File: src/rtl/sm16_pkg.sv
package sm16_pkg;

    localparam int WORD_W      = 16;
    localparam int NUM_REGS    = 8;
    localparam int MAX_OPND    = 3;
    localparam int OPND_IDX_W  = 2;
    localparam int LAST_OPCODE = 21;

    typedef enum logic [4:0] {
        OP_HALT = 5'd0,  OP_SET  = 5'd1,  OP_PUSH = 5'd2,  OP_POP  = 5'd3,
        OP_EQ   = 5'd4,  OP_GT   = 5'd5,  OP_JMP  = 5'd6,  OP_JT   = 5'd7,
        OP_JF   = 5'd8,  OP_ADD  = 5'd9,  OP_MULT = 5'd10, OP_MOD  = 5'd11,
        OP_AND  = 5'd12, OP_OR   = 5'd13, OP_NOT  = 5'd14, OP_RMEM = 5'd15,
        OP_WMEM = 5'd16, OP_CALL = 5'd17, OP_RET  = 5'd18, OP_OUT  = 5'd19,
        OP_IN   = 5'd20, OP_NOOP = 5'd21
    } op_e;

    typedef enum logic [2:0] {
        ST_FETCH,
        ST_OPCODE,
        ST_OPERAND,
        ST_EXEC,
        ST_MEMRD,
        ST_HALT
    } state_e;

    // Number of operand words following the opcode word.
    function automatic logic [OPND_IDX_W-1:0] op_operands(op_e op);
        case (op)
            OP_HALT, OP_RET, OP_NOOP:                        return 2'd0;
            OP_PUSH, OP_POP, OP_JMP, OP_CALL, OP_OUT, OP_IN: return 2'd1;
            OP_SET, OP_JT, OP_JF, OP_NOT, OP_RMEM, OP_WMEM:  return 2'd2;
            default:                                         return 2'd3;
        endcase
    endfunction

    // Operations whose first operand names the register to write.
    function automatic logic op_has_dest(op_e op);
        case (op)
            OP_SET, OP_POP, OP_EQ, OP_GT, OP_ADD, OP_MULT, OP_MOD,
            OP_AND, OP_OR, OP_NOT, OP_RMEM, OP_IN: return 1'b1;
            default:                               return 1'b0;
        endcase
    endfunction

endpackage

File: src/rtl/sm16_regfile.sv
module sm16_regfile #(
    parameter int W    = 16,
    parameter int NREG = 8,
    localparam int SEL_W = $clog2(NREG)
) (
    input  logic                      clk,
    input  logic                      rst_n,
    input  logic                      we,
    input  logic [SEL_W-1:0]          waddr,
    input  logic [W-1:0]              wdata,
    output logic [NREG-1:0][W-1:0]    regs
);

    always_ff @(posedge clk or negedge rst_n) begin
        if (!rst_n) begin
            regs <= '0;
        end else if (we) begin
            regs[waddr] <= wdata;
        end
    end

endmodule

File: src/rtl/sm16_operand.sv
module sm16_operand #(
    parameter int W    = 16,
    parameter int NREG = 8,
    localparam int SEL_W = $clog2(NREG)
) (
    input  logic [W-1:0]              word,
    input  logic [NREG-1:0][W-1:0]    regs,
    output logic [W-1:0]              value,
    output logic                      is_reg,
    output logic                      bad
);

    logic [W-1:0] sel_base;
    logic [W-1:0] sel_end;

    assign sel_base = {1'b1, {(W-1){1'b0}}};
    assign sel_end  = sel_base + W'(NREG);

    assign is_reg = (word >= sel_base) && (word < sel_end);
    assign bad    = (word >= sel_end);
    assign value  = word[W-1] ? regs[word[SEL_W-1:0]] : word;

endmodule

File: src/rtl/sm16_alu.sv
module sm16_alu
    import sm16_pkg::*;
#(
    parameter int W = 16
) (
    input  op_e           op,
    input  logic [W-1:0]  b,
    input  logic [W-1:0]  c,
    output logic [W-1:0]  y
);

    localparam logic [W-1:0] VAL_MASK = {1'b0, {(W-1){1'b1}}};

    always_comb begin
        unique case (op)
            OP_EQ:   y = W'(b == c);
            OP_GT:   y = W'(b > c);
            OP_ADD:  y = (b + c) & VAL_MASK;
            OP_MULT: y = (b * c) & VAL_MASK;
            OP_MOD:  y = (c == '0) ? '0 : (b % c);
            OP_AND:  y = b & c;
            OP_OR:   y = b | c;
            OP_NOT:  y = ~b & VAL_MASK;
            default: y = '0;
        endcase
    end

endmodule

File: src/rtl/sm16_core.sv
module sm16_core
    import sm16_pkg::*;
#(
    parameter int STACK_DEPTH = 16
) (
    input  logic        clk,
    input  logic        rst_n,
    output logic [15:0] mem_addr,
    input  logic [15:0] mem_rdata,
    output logic [15:0] mem_wdata,
    output logic        mem_we,
    output logic        out_valid,
    output logic [7:0]  out_data,
    input  logic        out_ready,
    input  logic        in_valid,
    input  logic [7:0]  in_data,
    output logic        in_ready,
    output logic        halted,
    output logic        illegal
);

    localparam int W     = WORD_W;
    localparam int SEL_W = $clog2(NUM_REGS);
    localparam logic [W-1:0] SP_TOP = W'(32'h8000 + STACK_DEPTH - 1);

    state_e                          state, state_d;
    logic [W-1:0]                    pc, pc_d, sp, sp_d;
    op_e                             opc, dec_op;
    logic [OPND_IDX_W-1:0]           nopnd, idx;
    logic [MAX_OPND-1:0][W-1:0]      opw;
    logic                            fault_q, fault_set;

    logic [NUM_REGS-1:0][W-1:0]      regs;
    logic                            rf_we;
    logic [SEL_W-1:0]                rf_waddr;
    logic [W-1:0]                    rf_wdata;

    logic [W-1:0]                    opc_val;
    logic                            opc_isreg, opc_bad;
    logic [MAX_OPND-1:0][W-1:0]      opv;
    logic [MAX_OPND-1:0]             opr, opb;
    logic [W-1:0]                    alu_y, pc_seq;
    logic                            exec_fault;

    sm16_regfile #(.W(W), .NREG(NUM_REGS)) u_rf (
        .clk(clk), .rst_n(rst_n), .we(rf_we), .waddr(rf_waddr),
        .wdata(rf_wdata), .regs(regs)
    );

    // Opcode word is resolved like any other operand.
    sm16_operand #(.W(W), .NREG(NUM_REGS)) u_opc_res (
        .word(mem_rdata), .regs(regs), .value(opc_val),
        .is_reg(opc_isreg), .bad(opc_bad)
    );

    for (genvar k = 0; k < MAX_OPND; k++) begin : g_opnd
        sm16_operand #(.W(W), .NREG(NUM_REGS)) u_res (
            .word(opw[k]), .regs(regs), .value(opv[k]),
            .is_reg(opr[k]), .bad(opb[k])
        );
    end

    sm16_alu #(.W(W)) u_alu (
        .op(opc), .b(opv[1]), .c(opv[2]), .y(alu_y)
    );

    assign dec_op  = op_e'(opc_val[4:0]);
    assign pc_seq  = pc + W'(nopnd) + W'(1);
    assign halted  = (state == ST_HALT);
    assign illegal = fault_q;
    assign out_data = out_valid ? opv[0][7:0] : '0;

    // Operand legality: destination must be a selector, others in range.
    always_comb begin
        exec_fault = 1'b0;
        for (int k = 0; k < MAX_OPND; k++) begin
            if (k < int'(nopnd)) begin
                if (k == 0 && op_has_dest(opc)) begin
                    if (!opr[0]) exec_fault = 1'b1;
                end else if (opb[k]) begin
                    exec_fault = 1'b1;
                end
            end
        end
    end

    // State register.
    always_ff @(posedge clk or negedge rst_n) begin
        if (!rst_n) state <= ST_FETCH;
        else        state <= state_d;
    end

    // Datapath registers.
    always_ff @(posedge clk or negedge rst_n) begin
        if (!rst_n) begin
            pc      <= '0;
            sp      <= SP_TOP;
            opc     <= OP_HALT;
            nopnd   <= '0;
            idx     <= '0;
            opw     <= '0;
            fault_q <= 1'b0;
        end else begin
            pc <= pc_d;
            sp <= sp_d;
            if (state == ST_OPCODE) begin
                opc   <= dec_op;
                nopnd <= op_operands(dec_op);
                idx   <= '0;
            end
            if (state == ST_OPERAND) begin
                opw[idx] <= mem_rdata;
                idx      <= idx + 1'b1;
            end
            if (fault_set) fault_q <= 1'b1;
        end
    end

    // Next state and outputs.
    always_comb begin
        state_d   = state;
        pc_d      = pc;
        sp_d      = sp;
        fault_set = 1'b0;
        mem_addr  = pc;
        mem_we    = 1'b0;
        mem_wdata = '0;
        out_valid = 1'b0;
        in_ready  = 1'b0;
        rf_we     = 1'b0;
        rf_waddr  = opw[0][SEL_W-1:0];
        rf_wdata  = alu_y;

        unique case (state)
            ST_FETCH: begin
                mem_addr = pc;
                state_d  = ST_OPCODE;
            end
            ST_OPCODE: begin
                if (opc_bad || opc_val > W'(LAST_OPCODE)) begin
                    fault_set = 1'b1;
                    state_d   = ST_HALT;
                end else if (op_operands(dec_op) == '0) begin
                    state_d = ST_EXEC;
                end else begin
                    mem_addr = pc + W'(1);
                    state_d  = ST_OPERAND;
                end
            end
            ST_OPERAND: begin
                if (OPND_IDX_W'(idx + 1'b1) == nopnd) begin
                    state_d = ST_EXEC;
                end else begin
                    mem_addr = pc + W'(idx) + W'(2);
                end
            end
            ST_EXEC: begin
                state_d = ST_FETCH;
                if (exec_fault) begin
                    fault_set = 1'b1;
                    state_d   = ST_HALT;
                end else begin
                    unique case (opc)
                        OP_HALT: state_d = ST_HALT;
                        OP_SET: begin
                            rf_we = 1'b1; rf_wdata = opv[1]; pc_d = pc_seq;
                        end
                        OP_PUSH: begin
                            mem_we = 1'b1; mem_addr = sp; mem_wdata = opv[0];
                            sp_d = sp - W'(1); pc_d = pc_seq;
                        end
                        OP_POP: begin
                            if (sp == SP_TOP) begin
                                fault_set = 1'b1;
                                state_d   = ST_HALT;
                            end else begin
                                mem_addr = sp + W'(1); sp_d = sp + W'(1);
                                state_d  = ST_MEMRD;
                            end
                        end
                        OP_EQ, OP_GT, OP_ADD, OP_MULT, OP_MOD,
                        OP_AND, OP_OR, OP_NOT: begin
                            rf_we = 1'b1; pc_d = pc_seq;
                        end
                        OP_JMP: pc_d = opv[0];
                        OP_JT:  pc_d = (opv[0] != '0) ? opv[1] : pc_seq;
                        OP_JF:  pc_d = (opv[0] == '0) ? opv[1] : pc_seq;
                        OP_RMEM: begin
                            mem_addr = opv[1]; state_d = ST_MEMRD;
                        end
                        OP_WMEM: begin
                            mem_we = 1'b1; mem_addr = opv[0]; mem_wdata = opv[1];
                            pc_d = pc_seq;
                        end
                        OP_CALL: begin
                            mem_we = 1'b1; mem_addr = sp; mem_wdata = pc_seq;
                            sp_d = sp - W'(1); pc_d = opv[0];
                        end
                        OP_RET: begin
                            if (sp == SP_TOP) begin
                                state_d = ST_HALT;
                            end else begin
                                mem_addr = sp + W'(1); sp_d = sp + W'(1);
                                state_d  = ST_MEMRD;
                            end
                        end
                        OP_OUT: begin
                            out_valid = 1'b1;
                            if (out_ready) pc_d = pc_seq;
                            else           state_d = ST_EXEC;
                        end
                        OP_IN: begin
                            in_ready = 1'b1;
                            if (in_valid) begin
                                rf_we = 1'b1; rf_wdata = W'(in_data);
                                pc_d  = pc_seq;
                            end else begin
                                state_d = ST_EXEC;
                            end
                        end
                        OP_NOOP: pc_d = pc_seq;
                        default: begin
                            fault_set = 1'b1;
                            state_d   = ST_HALT;
                        end
                    endcase
                end
            end
            ST_MEMRD: begin
                state_d = ST_FETCH;
                if (opc == OP_RET) begin
                    pc_d = mem_rdata;
                end else begin
                    rf_we = 1'b1; rf_wdata = mem_rdata; pc_d = pc_seq;
                end
            end
            ST_HALT: state_d = ST_HALT;
            default: state_d = ST_HALT;
        endcase
    end

endmodule

File: config.mk
export PLATFORM = sky130hd
export DESIGN_NAME = sm16_core
export DESIGN_NICKNAME = d
export VERILOG_FILES = /design/src/rtl/sm16_pkg.sv /design/src/rtl/sm16_regfile.sv /design/src/rtl/sm16_operand.sv /design/src/rtl/sm16_alu.sv /design/src/rtl/sm16_core.sv
export SDC_FILE = /design/constraint.sdc
export NUM_CORES = 2
export LEC_CHECK = 0
export BUFFER_PORTS_ARGS = -buffer_cell sky130_fd_sc_hd__buf_2
export CORE_MARGIN = 8
export CORE_UTILIZATION = 47
export CTS_CLUSTER_DIAMETER = 50
export DETAILED_ROUTE_END_ITERATION = 10
export GPL_TIMING_DRIVEN = 0
export HOLD_SLACK_MARGIN = 0.06
export PLACE_DENSITY = 0.63
export RECOVER_POWER = 100
export SYNTH_ARGS = -nofsm -noshare
export SYNTH_HDL_FRONTEND = slang
export SYNTH_HIERARCHICAL = 1
export SYNTH_SLANG_ARGS = --single-unit
File: constraint.sdc
create_clock -name clk -period 29.5 [get_ports clk]
set_input_delay 5.9 -clock clk [delete_from_list [all_inputs] [get_ports clk]]
set_output_delay 5.9 -clock clk [all_outputs]
set_load 0.005 [all_outputs]
==> flow_summary.json <==
{
  "status": "complete, but fails checks",
  "violations": "capacitance limit, slew limit",
  "drtIter0Drc": 3834,
  "timing.rr.start": "opw[33]$_DFFE_PN0P_",
  "switchingPower_uw": 181.3,
  "nFillCells": 6138,
  "path_class": "reg2reg",
  "holdWs_ns": 0.5021,
  "drtAntennaViolNets": 0,
  "endpoint": "u_rf/regs[119]$_DFFE_PN0P_",
  "dpl_cell_area_um2": 32080,
  "cts_root_buffer": "clkbuf_16",
  "timing.rr.end": "u_rf/regs[119]$_DFFE_PN0P_",
  "cts_max_level": 1,
  "routabilityCongestion": 0.9884,
  "io_pins": 73,
  "cts.path.max_buffers": 3,
  "reg2reg_depth": 131,
  "cp_common_cell": "ha_1",
  "cts_sinks": 221,
  "drt-total-wl_um": 123800,
  "slew_headroom": -3.060,
  "vias": 30500,
  "core_um2": 64350,
  "cts_tree": "built",
  "dp_hpwl_um": 93370,
  "crit_path_start": "opw[33]$_DFFE_PN0P_",
  "finalCritPeriodShare": 0.9674,
  "drive_gt1_frac": 0.1759,
  "clk_latency_ns": 0.58,
  "max_cap_viol_count": 4,
  "syn_area_um2": 30580,
  "crit_required_ns": 29.96,
  "die_h_um": 271.1,
  "drtPass1Iterations": 8,
  "fmax_mhz": 35.04,
  "clk_pin_slew_worst_paths_ns": 0.06,
  "p_leak_nw": 15.27,
  "drc": 0,
  "port_buffers": 72,
  "area_growth_pct": 12.01,
  "fin_skew_ns": 0.01497,
  "p_clk_frac": 0.521,
  "synth.avg_cell_area_um2": 8.439,
  "r2r_setup_slack_ns": 0.96,
  "pwr-share-comb": 0.049,
  "final_net_count": 4123,
  "crit_path_end_kind": "flop",
  "design_area_um2": 34260,
  "grt_usage": 0.3195,
  "internal_power_uw": 526.3,
  "start_util": 0.4753,
  "path_max_fanout": 23,
  "die_width_um": 271.1,
  "hold_violations": 0,
  "rows": 93,
  "fin_crit_ns": 28.54,
  "swShare": 0.2562,
  "syn_nets": 3964,
  "power_density_nw_per_um2": 20.66,
  "cts-buffers-inserted": 28,
  "grt_pass1_wl_um": 183500,
  "die_area_um2": 73490,
  "slowest_stage": "a221o_2",
  "via_per_inst": 6.545,
  "total_power_uw": 707.6,
  "vdd_drop_max_uv": 40.71,
  "syn-instance-count": 3624,
  "setup_viol": 0,
  "grt_antenna_before_repair": 3,
  "cp.arrival_ns": 29.00,
  "cts_hold_buf": 0,
  "seq_power_share": 0.430,
  "slowest_delay_ns": 0.59,
  "grt_max_degree": 113,
  "worst_setup_path_start_kind": "flop",
  "final_max_slew_viol_count": 244,
  "grt_overflow_total": 0,
  "setup_tns_ns": 0,
  "tightestPinTransition_ns": 6.089,
  "yosysWarningCount": 6,
  "diodes": 0,
  "hold_class": "reg2reg",
  "wl_per_cell_um": 26.57,
  "first_global_vias": 28430
}
[per-layer routing]
layer / global-route usage / wire length, um / vias to the layer above
met5: 0 / 27 / -
met4: 0.1277 / 6245 / 4
met3: 0.06713 / 13240 / 346
met2: 0.4734 / 51690 / 1698
met1: 0.4493 / 52600 / 14770
li1: - / - / 13670
[worst min-delay path by stage]
| stage | startpoint | to | slack [ns] | depth (start not counted) |
|---|---|---|---|---|
| after global routing | opw[15]$_DFFE_PN0P_ | opw[15]$_DFFE_PN0P_ | 0.53 | 1 |
| after CTS | opw[15]$_DFFE_PN0P_ | opw[15]$_DFFE_PN0P_ | 0.50 | 1 |
| after floorplan | illegal$_DFFE_PN0P_ | illegal$_DFFE_PN0P_ | 0.47 | 2 |
| final | opw[15]$_DFFE_PN0P_ | opw[15]$_DFFE_PN0P_ | 0.50 | 1 |
| after global placement | opw[31]$_DFFE_PN0P_ | opw[31]$_DFFE_PN0P_ | 0.48 | 1 |
| after detailed placement | opw[15]$_DFFE_PN0P_ | opw[15]$_DFFE_PN0P_ | 0.49 | 1 |
[worst max-delay path, delay by kind of cell (launching register included)]
kind / cells / cell delay (ns)
multiplexers: 9 / 2.84
buffers and inverters: 20 / 3.10
adder cells (fa/ha/maj): 16 / 4.42
AO/OA/AOI/OAI: 59 / 12.54
AND/OR/NAND/NOR: 27 / 4.98
flip-flops: 1 / 0.43
[timing repair]
action,in CTS,in global routing
endpoints found under the setup margin,128,128
buffers inserted,20,38
pin swaps,15,44
gates cloned,0,1
gates resized for setup,113,148
[power groups by stage]
stage	clock network, mW	logic (mW)	registers (mW)
after floorplan	0	0.0153	0.310
after global placement	0	0.0344	0.310
after detailed placement	0	0.0350	0.310
after CTS	0.370	0.0351	0.304
after global routing	0.381	0.0364	0.304
final	0.369	0.0346	0.304
[area by class of cell]
type	count	area, um2	area share
Sequential cell	221	5540	0.1617
Timing Repair Buffer	134	797.0	0.02327
Multi-Input combinational cell	2969	23790	0.6945
Clock buffer	33	760.7	0.02221
Inverter	205	804.5	0.02348
Clock inverter	18	207.7	0.006063
Buffer	224	1286	0.03755
Tap cell	855	1070	0.03123
[state kept, by name, indices dropped and copies added (netlist names), 2 cells and up]
name and count:
idx 2, opc 5, pc 16, u_rf/regs 128, nopnd 2, state 3, sp 16, opw 48
[cells in the final DEF, fill, tap and decap left out, types with 61 or more instances in the layout]
cell type and instances:
o21ai_0 135, fa_1 71, a21oi_1 154, nand2_1 337
nor2b_1 66, inv_1 197, buf_4 76, nor3_1 76
mux2_2 191, ha_1 232, xnor2_1 115, nor2_1 259
dfrtp_1 213, a22oi_1 68, nand3_1 102, buf_2 81
clkbuf_1 149, mux2i_1 214, a21o_1 61
[stage by stage]
stage	worst slack (ns)	instances	util
CTS	0.01056	4621	0.5216
finish	0.9606	4659	0.5324
global route	-0.2310	4659	0.5324
floorplan	0.3369	3624	-
detailed placement	-8.382	4554	0.4986
global placement	-8.352	4551	0.4975
(Power assumes the default switching activity.)
